## src/rtl/fpt_pkg.sv

```systemverilog
package fpt_pkg;
  localparam int unsigned FIFO_DEPTH = 8;
  localparam int unsigned DATA_W     = 32;
  localparam int unsigned BYTE_W     = 8;
  localparam int unsigned PTR_W      = $clog2(FIFO_DEPTH);
  localparam int unsigned LVL_W      = PTR_W + 1;

  typedef enum logic [1:0] {
    THR_LOOSE = 2'd0,
    THR_HALF  = 2'd1,
    THR_EDGE  = 2'd2,
    THR_RSVD  = 2'd3
  } thr_e;

  typedef struct packed {
    logic             txWe;
    logic [PTR_W-1:0] txWrIdx;
    logic [PTR_W-1:0] txRdIdx;
    logic             rxWe;
    logic [PTR_W-1:0] rxWrIdx;
    logic [PTR_W-1:0] rxRdIdx;
  } strobe_t;
endpackage

```

## src/rtl/fpt_track.sv

```systemverilog
module fpt_track
  import fpt_pkg::*;
#(
  parameter bit IS_TX = 1'b1
) (
  input  logic             clk,
  input  logic             rstN,
  input  logic             flush,
  input  logic [LVL_W-1:0] capLvl,
  input  logic [LVL_W-1:0] halfLvl,
  input  logic [1:0]       thrSel,
  input  logic             pushReq,
  input  logic             popReq,
  output logic [PTR_W-1:0] wrIdx,
  output logic [PTR_W-1:0] rdIdx,
  output logic             wrEn,
  output logic [LVL_W-1:0] level,
  output logic             reqOut,
  output logic             ovfFlag,
  output logic             unfFlag
);
  logic             isFull, isEmpty, pushOk, popOk, reqNext;
  logic [LVL_W-1:0] nextLevel;

  assign isFull  = (level >= capLvl);
  assign isEmpty = (level == '0);
  assign pushOk  = pushReq && !isFull && !flush;
  assign popOk   = popReq && !isEmpty && !flush;
  assign wrEn    = pushOk;
  assign nextLevel = flush ? '0 : (level + LVL_W'(pushOk) - LVL_W'(popOk));

  generate
    if (IS_TX) begin : g_txPolicy
      logic [LVL_W-1:0] freeNext;
      assign freeNext = capLvl - nextLevel;
      always_comb begin
        case (thr_e'(thrSel))
          THR_HALF: reqNext = (freeNext >= halfLvl);
          THR_EDGE: reqNext = (nextLevel == '0);
          default:  reqNext = (nextLevel < capLvl);
        endcase
      end
    end else begin : g_rxPolicy
      always_comb begin
        case (thr_e'(thrSel))
          THR_HALF: reqNext = (nextLevel >= halfLvl);
          THR_EDGE: reqNext = (nextLevel >= capLvl);
          default:  reqNext = (nextLevel != '0);
        endcase
      end
    end
  endgenerate

  always_ff @(posedge clk or negedge rstN) begin
    if (!rstN) begin
      wrIdx   <= '0;
      rdIdx   <= '0;
      level   <= '0;
      reqOut  <= 1'b0;
      ovfFlag <= 1'b0;
      unfFlag <= 1'b0;
    end else begin
      level  <= nextLevel;
      reqOut <= reqNext;
      if (flush) begin
        wrIdx <= '0;
        rdIdx <= '0;
      end else begin
        if (pushOk) wrIdx <= wrIdx + 1'b1;
        if (popOk)  rdIdx <= rdIdx + 1'b1;
        if (pushReq && isFull)  ovfFlag <= 1'b1;
        if (popReq && isEmpty)  unfFlag <= 1'b1;
      end
    end
  end
endmodule

```

## src/rtl/fpt_ctrl.sv

```systemverilog
module fpt_ctrl
  import fpt_pkg::*;
(
  input  logic             clk,
  input  logic             rstN,
  input  logic             fifoEn,
  input  logic [1:0]       txThr,
  input  logic [1:0]       rxThr,
  input  logic             busWrValid,
  input  logic             busRdReq,
  input  logic             shTxPop,
  input  logic             shRxPush,
  output strobe_t          strobes,
  output logic             txReq,
  output logic             rxReq,
  output logic [LVL_W-1:0] txLevel,
  output logic [LVL_W-1:0] rxLevel,
  output logic             txOvf,
  output logic             txUnf,
  output logic             rxOvf,
  output logic             rxUnf
);
  localparam logic [LVL_W-1:0] FULL_CAP = LVL_W'(FIFO_DEPTH);
  localparam logic [LVL_W-1:0] FULL_HALF = LVL_W'(FIFO_DEPTH / 2);
  localparam logic [LVL_W-1:0] ONE_LVL = LVL_W'(1);

  logic             prevEn, flush;
  logic [LVL_W-1:0] capLvl, halfLvl;

  always_ff @(posedge clk or negedge rstN) begin
    if (!rstN) prevEn <= 1'b0;
    else       prevEn <= fifoEn;
  end

  assign flush   = (fifoEn != prevEn);
  assign capLvl  = fifoEn ? FULL_CAP : ONE_LVL;
  assign halfLvl = fifoEn ? FULL_HALF : ONE_LVL;

  fpt_track #(.IS_TX(1'b1)) u_txTrack (
    .clk(clk), .rstN(rstN), .flush(flush), .capLvl(capLvl), .halfLvl(halfLvl),
    .thrSel(txThr), .pushReq(busWrValid), .popReq(shTxPop),
    .wrIdx(strobes.txWrIdx), .rdIdx(strobes.txRdIdx), .wrEn(strobes.txWe),
    .level(txLevel), .reqOut(txReq), .ovfFlag(txOvf), .unfFlag(txUnf)
  );

  fpt_track #(.IS_TX(1'b0)) u_rxTrack (
    .clk(clk), .rstN(rstN), .flush(flush), .capLvl(capLvl), .halfLvl(halfLvl),
    .thrSel(rxThr), .pushReq(shRxPush), .popReq(busRdReq),
    .wrIdx(strobes.rxWrIdx), .rdIdx(strobes.rxRdIdx), .wrEn(strobes.rxWe),
    .level(rxLevel), .reqOut(rxReq), .ovfFlag(rxOvf), .unfFlag(rxUnf)
  );
endmodule

```

## src/rtl/fpt_data.sv

```systemverilog
module fpt_data
  import fpt_pkg::*;
(
  input  logic              clk,
  input  strobe_t           strobes,
  input  logic              wide32,
  input  logic [DATA_W-1:0] busWrData,
  input  logic [DATA_W-1:0] shRxData,
  output logic [DATA_W-1:0] shTxData,
  output logic [DATA_W-1:0] busRdData
);
  localparam logic [DATA_W-1:0] BYTE_MASK = {{(DATA_W-BYTE_W){1'b0}}, {BYTE_W{1'b1}}};

  logic [DATA_W-1:0] txMem [FIFO_DEPTH];
  logic [DATA_W-1:0] rxMem [FIFO_DEPTH];
  logic [DATA_W-1:0] txIn, rxHead;

  assign txIn = wide32 ? busWrData : (busWrData & BYTE_MASK);

  always_ff @(posedge clk) begin
    if (strobes.txWe) txMem[strobes.txWrIdx] <= txIn;
    if (strobes.rxWe) rxMem[strobes.rxWrIdx] <= shRxData;
  end

  assign shTxData  = txMem[strobes.txRdIdx];
  assign rxHead    = rxMem[strobes.rxRdIdx];
  assign busRdData = wide32 ? rxHead : (rxHead & BYTE_MASK);
endmodule

```

## src/rtl/fifo_pair_trig.sv

```systemverilog
module fifo_pair_trig
  import fpt_pkg::*;
(
  input  logic              clk,
  input  logic              rstN,
  input  logic              fifoEn,
  input  logic [1:0]        txThr,
  input  logic [1:0]        rxThr,
  input  logic              wide32,
  input  logic              busWrValid,
  input  logic [DATA_W-1:0] busWrData,
  input  logic              busRdReq,
  output logic [DATA_W-1:0] busRdData,
  input  logic              shTxPop,
  output logic [DATA_W-1:0] shTxData,
  input  logic              shRxPush,
  input  logic [DATA_W-1:0] shRxData,
  output logic              txReq,
  output logic              rxReq,
  output logic [LVL_W-1:0]  txLevel,
  output logic [LVL_W-1:0]  rxLevel,
  output logic              txOvf,
  output logic              txUnf,
  output logic              rxOvf,
  output logic              rxUnf
);
  strobe_t strobes;

  fpt_ctrl u_ctrl (
    .clk(clk), .rstN(rstN), .fifoEn(fifoEn), .txThr(txThr), .rxThr(rxThr),
    .busWrValid(busWrValid), .busRdReq(busRdReq), .shTxPop(shTxPop), .shRxPush(shRxPush),
    .strobes(strobes), .txReq(txReq), .rxReq(rxReq), .txLevel(txLevel), .rxLevel(rxLevel),
    .txOvf(txOvf), .txUnf(txUnf), .rxOvf(rxOvf), .rxUnf(rxUnf)
  );

  fpt_data u_data (
    .clk(clk), .strobes(strobes), .wide32(wide32), .busWrData(busWrData),
    .shRxData(shRxData), .shTxData(shTxData), .busRdData(busRdData)
  );
endmodule

```

## config.mk

```make
export PLATFORM = sky130hd
export DESIGN_NAME = fifo_pair_trig
export DESIGN_NICKNAME = d
export VERILOG_FILES = /design/src/rtl/fpt_pkg.sv /design/src/rtl/fpt_track.sv /design/src/rtl/fpt_ctrl.sv /design/src/rtl/fpt_data.sv /design/src/rtl/fifo_pair_trig.sv
export SDC_FILE = /design/constraint.sdc
export NUM_CORES = 1
export LEC_CHECK = 0
export BUFFER_PORTS_ARGS = -buffer_cell sky130_fd_sc_hd__buf_2
export CORE_MARGIN = 5
export CORE_UTILIZATION = 25
export CTS_BUF_LIST = sky130_fd_sc_hd__clkbuf_16
export DETAILED_ROUTE_END_ITERATION = 7
export PLACE_DENSITY = 0.49
export SYNTH_ARGS = -nofsm -noshare
export SYNTH_HDL_FRONTEND = slang
export SYNTH_SLANG_ARGS = --single-unit
export TNS_END_PERCENT = 50
```

## constraint.sdc

```tcl
create_clock -name clk -period 6.3 [get_ports clk]
set_clock_uncertainty 0.2 [all_clocks]
set_input_delay 0.315 -clock clk [delete_from_list [all_inputs] [get_ports clk]]
set_output_delay 0.315 -clock clk [all_outputs]
set_load 0.01 [all_outputs]
```

==> results.toml <==
[status]
status = "completed"

[sta]
hold_viol = 0
setup_violations = 0
max-slew-margin-rel_pct = 28.7
rsz0062_at_grt = "no"
worst_slack_ps = 1530
period_needed_ps = 4770
final_max_slew_viol_count = 0
fin_crit_sh_pct = 75.7
clock.fmax_mhz = 210
fin_setup_tns_ps = 0
tightestPinTransition_ps = 1070

[power_and_ir_drop]
p_switching_uw = 2550
p_sw_share_pct = 26.7
intPower_uw = 7030
p_leak_uw = 0.00850
p_comb_share_pct = 21.1
vdd_drop_max_mv = 0.248
pwr-share-clk_pct = 34.5
power.total_uw = 9580
p_per_area_nw_per_um2 = 366
p_seq_share_pct = 44.4

[global_route]
grt_max_degree = 64
antenna_found_initial = 5
gr-total-overflow = 0
grtUsageTotal_pct = 10.4
grt_pass1_wl_um = 72600
grt_pass1_vias = 11400

[synth]
yosysWarnings = 0
syn_inst = 1001
synth_top_cell_by_area = "edfxtp_1"
synth_flop_cell = "edfxtp_1"
postSynthAreaPerCell_um2 = 21.3
synth.distinct_cells = 41
yosysSeqAreaShare_pct = 75.1
yosysMostFrequentCell = "edfxtp_1"
synth_common_cells = "edfxtp_1, mux4_2, mux2_2"
async_reset_ff_share_pct = 5.01
synth_area_um2 = 21400
synthTopCellsByArea = "edfxtp_1, mux4_2, dfrtp_1, mux2_2, ha_1"
synth_edf_count = 512
ys_seq_elements = 539
syn_nets = 1106
yosys.area.top_type_share_pct = 72.0

[setup_path]
reg2reg_setup_slack_ps = 1800
worstPathCellList = "dlygate4sd3_1, buf_2, inv_1, ha_1, or4b_4, a21oi_4, nand2_2, nor2_1, ha_1, fa_1, nand2_1, ha_1, or3b_2, a221oi_1, o311ai_1, dlygate4sd3_1"
worstReg2RegEnd = "u_ctrl.u_txTrack.reqOut"
cp_max_fo = 8
crit_family = "buffers and inverters"
path_depth = 16
r2r_cells = 15
crit_top_cell = "ha_1"
cp_num_buf_inv = 4
crit_path_end = "u_ctrl.u_txTrack.reqOut"
cp-start-kind = "primary input"
r2r-start = "u_ctrl.u_txTrack.level[2]"
crit_start = "fifoEn"
critPathSlowestCell = "dlygate4sd3_1"
critPathRequiredTime_ps = 6590
worstSetupEndpointType = "register"
path_class = "in -> reg"
max_stage_delay_ps = 560
arrival_ps = 5050

[clock_tree]
cts_buffers = 58
cts_setup_buffers = 0
cts_tree = "yes"
clk_pin_slew_worst_paths_ps = 60
cts_buffer_depth = 3
htreeDepth = 2
cts.sinks = 539
clkLatencyLatePin_ps = 610
cts_resized = 0
root_buffer = "clkbuf_16"

[detailed_routing]
first_iter_violations = 597
vias_per_cell = 4.20
first_pass_iters = 4
totalWireLength_um = 47900
dr_wl_met2_um = 24200
drc = 0
wl_met1_um = 20500
ant_nets = 0
wl_per_cell_um = 19.6
wl_met3_um = 2340
vias = 10300
top_layer_used = "met5"

[min_path]
hold_path_class = "in -> reg"
min_from = "busWrData[11]"

[placement]
gp_congestion = 0.729
dpl_cell_area_um2 = 23700
dp_hpwl_um = 27400
pre_cts_ws_ps = 2000
portBuffers = 153

[floorplan]
coreArea_um2 = 85000
rows = 107
io_pins = 154
die_w_um = 302
dieHeight_um = 302
start_util_pct = 25.1
dieArea_um2 = 91400

[flow_run]
cap_violations = 0

[finish]
fin_nets = 1356
stdcell_area_um2 = 26200
nFillCells = 8224
final_util_pct = 30.8
drive_gt1_share_pct = 35.5
area_growth_pct = 22.4
-- timing repair --
item,in CTS,in global routing
hold buffers,58,0
endpoints found under the setup margin,0,0
hold endpoints to repair,425,0
-- how the worst min path moves through the flow --
stage                               endpoint  slack, ps  cells past startpoint
finish                   u_data.txMem[0][11]         30                      2
global route             u_data.txMem[0][22]         20                      2
CTS                      u_data.txMem[3][19]          1                      2
detailed placement  u_ctrl.u_rxTrack.unfFlag        190                      1
global placement    u_ctrl.u_rxTrack.unfFlag        200                      1
floorplan                      u_ctrl.prevEn       -180                      0
-- per-stage QoR --
stage               hold slack (ps)  instances
floorplan                      -181       1001
global placement                195       2277
detailed placement              193       2277
CTS                            1.38       2443
global route                   22.3       2443
finish                         32.2       2444
-- state kept, by name, indices dropped and copies added (netlist names), 3 cells and up --
signal                  count
u_data.rxMem              256
u_data.txMem              256
u_ctrl.u_rxTrack.level      4
u_ctrl.u_txTrack.level      4
u_ctrl.u_rxTrack.rdIdx      3
u_ctrl.u_rxTrack.wrIdx      3
u_ctrl.u_txTrack.rdIdx      3
u_ctrl.u_txTrack.wrIdx      3
-- cell families (layout without fill, tap and decap cells) --
family | count (synthesis) | in the layout | synth area share [%]
AOI/OAI and AO/OA | 24 | 24 | 0.844
buffers and inverters | 68 | 366 | 1.28
adders and majority gates | 29 | 29 | 1.77
and+or+nand+nor | 131 | 131 | 3.44
DFF | 539 | 539 | 75.1
xor gates and xnor gates | 14 | 14 | 0.609
muxes | 196 | 196 | 16.9
other | 0 | 1 | 0
-- worst register-to-register path: stages, from the launching register on --
cell	delay (ps)
dfrtp_1	400
inv_1	90
ha_1	140
nor3b_1	240
nand2b_1	280
nor2_1	70
ha_1	270
inv_1	40
ha_1	200
fa_1	570
nand2_1	100
ha_1	300
or3b_2	460
a221oi_1	350
o311ai_1	120
dlygate4sd3_1	560
-- routing by layer --
layer / vias to the layer above / global-route usage (%)
met5: - / 0
met4: 4 / 2.26
met3: 72 / 2.17
met2: 206 / 18.2
met1: 5405 / 13.5
li1: 4574 / -
-- layout make-up --
cell class                      count  area [um2]  area share, %
Clock buffer                       59        1480           5.65
Tap cell                         1144        1430           5.47
Inverter                           22        82.6          0.316
Clock inverter                     49         408           1.56
Timing Repair Buffer              236        1530           5.87
Antenna cell                        1        2.50        0.00957
Multi-Input combinational cell    394        5160           19.7
Sequential cell                   539       16100           61.4
-- power by group through the flow --
stage / Sequential, uW / Combinational (uW) / Clock, uW
after global routing: 4290 / 2230 / 3570
after floorplan: 4210 / 1510 / 0
final: 4260 / 2020 / 3300
after detailed placement: 4350 / 2040 / 0
after global placement: 4340 / 2030 / 0
after CTS: 4270 / 2090 / 3410
-- cells in the final DEF, fill, tap and decap left out, drive strengths merged, types with 2 or more instances in the layout --
master,instances
o21ai,5
mux2i,28
nor3b,2
edfxtp,512
xor2,8
nor2b,24
mux4,128
dfrtp,27
buf,178
and2,28
nor2,32
bufinv,5
a21o,3
mux2,40
a31o,2
clkinv,23
o21bai,3
xnor2,6
ha,27
fa,2
clkbuf,59
nand3,8
nand4,2
nor3,7
dlygate4sd3,58
a21oi,7
or4b,2
clkinvlp,3
nand2,14
inv,40
nand2b,7
or3,3
Power figures use the tool's default switching activity.
